`config.mk`:
```
export PLATFORM = sky130hd
export DESIGN_NAME = clk_freq_meter
export DESIGN_NICKNAME = d
export VERILOG_FILES = /design/src/rtl/clk_freq_meter.sv
export SDC_FILE = /design/constraint.sdc
export NUM_CORES = 1
export LEC_CHECK = 0
export CORE_MARGIN = 2
export CORE_UTILIZATION = 40
export CTS_BUF_LIST = sky130_fd_sc_hd__clkbuf_4
export DETAILED_ROUTE_END_ITERATION = 12
export MAX_ROUTING_LAYER = met4
export PLACE_DENSITY = 0.67
export SLEW_MARGIN = 5
export SYNTH_ARGS = -nofsm -noshare
export SYNTH_HDL_FRONTEND = slang
export SYNTH_SLANG_ARGS = --single-unit
```
`constraint.sdc`:
```
create_clock -name clk -period 2.8 [get_ports clk]
set_clock_uncertainty 0.2 [all_clocks]
set_input_delay 0.56 -clock clk [delete_from_list [all_inputs] [get_ports clk]]
set_output_delay 0.56 -clock clk [all_outputs]
set_load 0.01 [all_outputs]
```
`src/rtl/clk_freq_meter.sv`:
```
module clk_freq_meter #(
  parameter int CNT_W  = 16,
  parameter int PER_W  = 8,
  parameter int SYNC_N = 2
) (
  input  logic             clk,
  input  logic             rst_n,
  input  logic             start,
  input  logic [1:0]       ref_sel,
  input  logic [PER_W-1:0] periods,
  input  logic             ref_slow,
  input  logic             ref_fast,
  input  logic             ref_ext,
  output logic             done,
  output logic [CNT_W-1:0] count
);
  localparam logic [CNT_W-1:0] CNT_MAX = {CNT_W{1'b1}};

  typedef enum logic [1:0] {ST_IDLE, ST_ARM, ST_RUN, ST_FIN} st_t;

  st_t              st;
  logic [1:0]       sel_q;
  logic [PER_W-1:0] per_q;
  logic [PER_W-1:0] edges;
  logic [CNT_W-1:0] cnt;
  logic [SYNC_N:0]  sh;
  logic             ref_mux, ref_rise;

  assign ref_mux  = sel_q[1] ? ref_ext : (sel_q[0] ? ref_fast : ref_slow);
  assign ref_rise = sh[SYNC_N-1] & ~sh[SYNC_N];
  assign done     = (st == ST_FIN);
  assign count    = cnt;

  always_ff @(posedge clk or negedge rst_n) begin
    if (!rst_n) begin
      sel_q <= '0;
      per_q <= '0;
    end else if (!start) begin
      sel_q <= ref_sel;
      per_q <= periods;
    end
  end

  always_ff @(posedge clk or negedge rst_n) begin
    if (!rst_n) sh <= '0;
    else        sh <= {sh[SYNC_N-1:0], ref_mux};
  end

  always_ff @(posedge clk or negedge rst_n) begin
    if (!rst_n) begin
      st    <= ST_IDLE;
      cnt   <= '0;
      edges <= '0;
    end else if (!start) begin
      st    <= ST_IDLE;
      cnt   <= '0;
      edges <= '0;
    end else begin
      case (st)
        ST_IDLE: st <= ST_ARM;
        ST_ARM: if (ref_rise) begin
          st    <= ST_RUN;
          cnt   <= '0;
          edges <= '0;
        end
        ST_RUN: begin
          if (cnt != CNT_MAX) cnt <= cnt + 1'b1;
          if (ref_rise) begin
            if (edges == per_q) st <= ST_FIN;
            else                edges <= edges + 1'b1;
          end
        end
        default: st <= ST_FIN;
      endcase
    end
  end


  clear_on_stop_chk: assert property (@(posedge clk) disable iff (!rst_n)
    !start |=> (!done && count == '0));


  done_hold_chk: assert property (@(posedge clk) disable iff (!rst_n)
    (done && start) |=> done);


  count_frozen_chk: assert property (@(posedge clk) disable iff (!rst_n)
    (done && start) |=> $stable(count));


  no_wrap_chk: assert property (@(posedge clk) disable iff (!rst_n)
    start |=> (!start || count >= $past(count)));


  done_fall_chk: assert property (@(posedge clk) disable iff (!rst_n)
    $fell(done) |-> !$past(start));
endmodule

```
======== Yosys cells after proc, flatten, opt, wreduce, memory -nomap -nowiden ========
Index checks and enable logic that the tools add are counted.
cells by class
  bitwise gates (word level) .............. 2
  reduce and logical (&&, ||, !) cells .... 4
  equality and inequality tests ........... 11
  add/subtract/negate cells ............... 2
  muxes and demuxes ....................... 16
operators by type and width
  kind                     count
  $mux W16                 3
  $mux W8                  4
  $pmux W16 S2             1
  $add A16 B1 Y16 const B  1
  $ne A16 B16 Y1 const B   1
  $pmux W8 S2              1
  $ne A3 B3 Y1 const B     5
  $add A8 B1 Y8 const B    1
  $eq A8 B8 Y1             1
  $mux W2                  4
  $pmux W2 S3              1
  $reduce_and A3 Y1        2
  $eq A2 B2 Y1 const B     2
  $reduce_and A4 Y1        1
  $ne A3 B1 Y1 const B     1
  $eq A2 B1 Y1 const B     1
  $logic_not A2 Y1         1
  $mux W1                  2
  $and A1 B1 Y1            1
  $not A1 Y1               1
storage, ports and cells
  flip-flop bits (word level) ............. 39
  input port bits ......................... 16
  output and inout port bits .............. 17

======== Longest topological paths before layout ========
  word-level depth ........................ 5
  mapped depth ............................ 6

======== Worst setup path after synthesis ========
OpenSTA, ideal clock, no wires.
  kind .................................... register to register
  start point ............................. register cnt[0], in the netlist count[0]
  end point ............................... register cnt[10], in the netlist count[10]
  path buffers ............................ 0
  required time ........................... 2462 ps
  cell stages (with the launch flop) ...... 6
  period minus slack after synthesis ...... 1846 ps
  path slack .............................. 954 ps
  library setup time ...................... 138 ps
  arrival ................................. 1508 ps
  cells stage by stage .................... dfrtp_1 ha_1 nand3_2 or3_4 o31ai_2 a221oi_1
on the way
  longest elaborated chain between the ends .. 4
  elaborated cells between the ends (all ways) .. 7
  classes of those cells .................. add/sub: 1; eq/ne: 2; mux: 3; reduce/logical: 1
ends and longest elaborated chain
  element                 line  source
  from (decl)             25    logic [CNT_W-1:0] cnt;
  from (signal assigned)  67    if (cnt != CNT_MAX) cnt <= cnt + 1'b1;
  $add A16 B1 Y16         67
  $mux W16                67
  $pmux W16 S2            59    case (st)
  $mux W16                54    end else if (!start) begin
Several ways; a longest one is shown, not always the timed one. The select of a mux whose other input is x is not followed.
A chain may end at the register's enable or synchronous reset.

======== Final worst setup path ========
  start point ............................. register st[1]
  end point ............................... output port done
on the way
  longest elaborated chain between the ends .. 1
ends and longest elaborated chain
  element                 line  source
  from (decl)             21    st_t st;
  from (signal assigned)  51    st <= ST_IDLE;
  from (signal assigned)  55    st <= ST_IDLE;
  from (signal assigned)  60    ST_IDLE: st <= ST_ARM;
  $eq A2 B2 Y1            31    assign done = (st == ST_FIN);
  to (decl)               14    output logic done,
No other way between the ends.

==> results.cfg <==
[detailed_routing]
dr.pass1.iters = 4
vias_per_cell = 5.52
drc = 0
drt_iter0_drc = 110
via_count = 1645
routedWlPerCell_um = 14.5
drt-total-wl_mm = 4.32
ant_nets = 0

[floorplanning]
start_util_pct = 42.2
dieHeight_um = 75.3
die_area_sq_um = 5670
boundaryPins = 33
die_x_um = 75.3
fp.coreArea_sq_um = 4820
rows = 25

[global_route]
grt_pass1_vias = 1519
grt_max_degree = 40
gr-total-overflow = 0
grt_pass1_wl_mm = 7.29
antenna_found_initial = 0
grt_use_total_pct = 17.7

[logic_synthesis]
ys_async_sr_fraction_pct = 100
synth-edff-count = 0
ys_warn_count = 0
syn_nets = 212
ys.flop_type = dfrtp_1
yosysSeqAreaShare_pct = 48.0
synth_cell_types = 51
ys_seq_elements = 39
syn_avg_cell_area_sq_um = 10.5
synthesis.instances = 194
syn_area_sq_um = 2030

[placed_design]
gp_congestion = 0.821
portBuffers = 32
dp_slack_ns = 0.424
dpl_cell_area_sq_um = 2430
dpl.hpwl_mm = 3.06

[layout]
diodes = 0
layout_commonest_cell = dfrtp_1
final_cell_mix = 39 x dfrtp_1, 31 x clkdlybuf4s50_1, 23 x nand2_1
fin_nets = 248
stdcell_area_sq_um = 2480
drive_gt1_share_pct = 14.3
area_growth_pct = 21.9
fillCellCount = 460

[critical_path]
start_kind = flip-flop
r2r_start = count[0]
reg2reg_slack_ns = 0.78
crit_arrival_ns = 1.47
worstPathMaxFanout = 6
crit_type = reg2out
worstSetupEndpointType = output pin
rr_endpoint = count[10]
worst_r2r_path_depth = 5
cp_data_required_time_ns = 2.04

[clocking]
cts_buffers = 5
post_cts_buffers = 0
cts_tree = built
h-tree-depth = 2
cts.repair.resized = 0
cts_max_path_buffers = 2
cts_root_buffer = clkbuf_4
hold_buffers = 0
clock_sinks = 39
clk_transition_reported_paths_ns = 0.11
worstSkewPairLatency_ns = 0.35

[power]
p_sw_uw = 259
p_seq_share_pct = 60.0
ir_drop_mv = 0.199
p_leak_uw = 0.00101
p_sw_share_pct = 25.7
clkPwrFrac_pct = 28.1
combPwrFrac_pct = 11.8
p_per_area_nw_per_um2 = 407
p_int_uw = 750

[timing]
finalHoldViolCount = 0
setup_slack_ns = 0.571
finalCritPeriodShare_pct = 79.6
max_slew_margin_pct = 41.6
tightest_slew_ns = 0.876
slew_violations = 0
setup_viol_count_final = 0
hold_slack_ns = 0.117
setup_tns_ns = 0
post-route-min-period_ns = 2.23
fmax_ghz = 0.449
grt_setup_unrepaired = no

[status]
status = finished clean

[flow_run]
cap_violations = 0

[min_path]
hp-class = in2async
## kinds of logic (layout without fill, tap and decap cells)
group | after synthesis | in the layout | synth area share (%)
AO/OA/AOI/OAI | 49 | 49 | 16.5
multiplexers | 16 | 16 | 8.55
XOR/XNOR | 8 | 8 | 3.82
buffers and inverters | 7 | 44 | 1.60
adder cells (fa/ha/maj) | 2 | 2 | 1.23
AND/OR/NAND/NOR | 73 | 73 | 20.3
flip-flops | 39 | 39 | 48.0
## layout make-up
type | instances | area (sq um) | area share, %
Clock inverter | 2 | 7.51 | 0.303
Inverter | 1 | 3.75 | 0.151
Sequential cell | 39 | 976 | 39.4
Clock buffer | 6 | 45.0 | 1.82
Multi-Input combinational cell | 148 | 1020 | 41.3
Tap cell | 67 | 83.8 | 3.38
Timing Repair Buffer | 35 | 338 | 13.6
## worst max path at each step
stage          cells after the start   endpoint  startpoint
2_1_floorplan                      5  count[10]    count[0]
3_3_place_gp                       6  count[13]       start
3_5_place_dp                       6  count[13]       start
4_1_cts                            2       done       st[1]
5_1_grt                            2       done       st[1]
6_report                           2       done       st[1]
## flip-flops by register name (all words and copies together) (netlist names)
signal,cells
sel_q,2
count,16
edges,8
per_q,8
sh,3
st,2
## synth_stat cells (4+ instances only)
| cell | n | area share, % |
|---|---|---|
| dfrtp_1 | 39 | 48 |
| nand2_1 | 23 | 4.2 |
| a21oi_1 | 12 | 3.0 |
| mux2_2 | 11 | 6.1 |
| a31oi_1 | 8 | 2.5 |
| nor2_1 | 8 | 1.5 |
| o21ai_0 | 7 | 1.7 |
| xnor2_1 | 7 | 3.0 |
| mux2i_1 | 5 | 2.5 |
| nand3_1 | 5 | 1.2 |
| nand4_1 | 5 | 1.5 |
| a41oi_1 | 4 | 1.7 |
| nand2b_1 | 4 | 1.2 |
## critical path, cell delays in order (launching register included)
cell and delay [ns]:
dfrtp_1 0.43, and2_1 0.16, clkdlybuf4s50_1 0.54
## metrics by stage
stage	cells	utilization, %	total power [uW]
floorplan	194	-	682
detailed placement	290	50.4	738
global placement	290	50.4	736
global route	298	51.5	1060
CTS	298	51.5	1020
finish	298	51.5	1010
## per-layer routing
metal	global-route usage (%)	wire, um	vias up
met5	-	0	-
met4	7.02	85	0
met3	3.97	194	8
met2	25.3	1970	47
met1	24.5	2070	788
li1	-	-	802
## power groups by stage
stage               clock network [uW]  registers (uW)  logic [uW]
floorplan                            0             612        70.0
global placement                     0             617         119
detailed placement                   0             617         121
CTS                                298             606         121
global route                       321             610         134
finish                             284             606         119
Note: power is estimated with default switching activity, not from simulation.
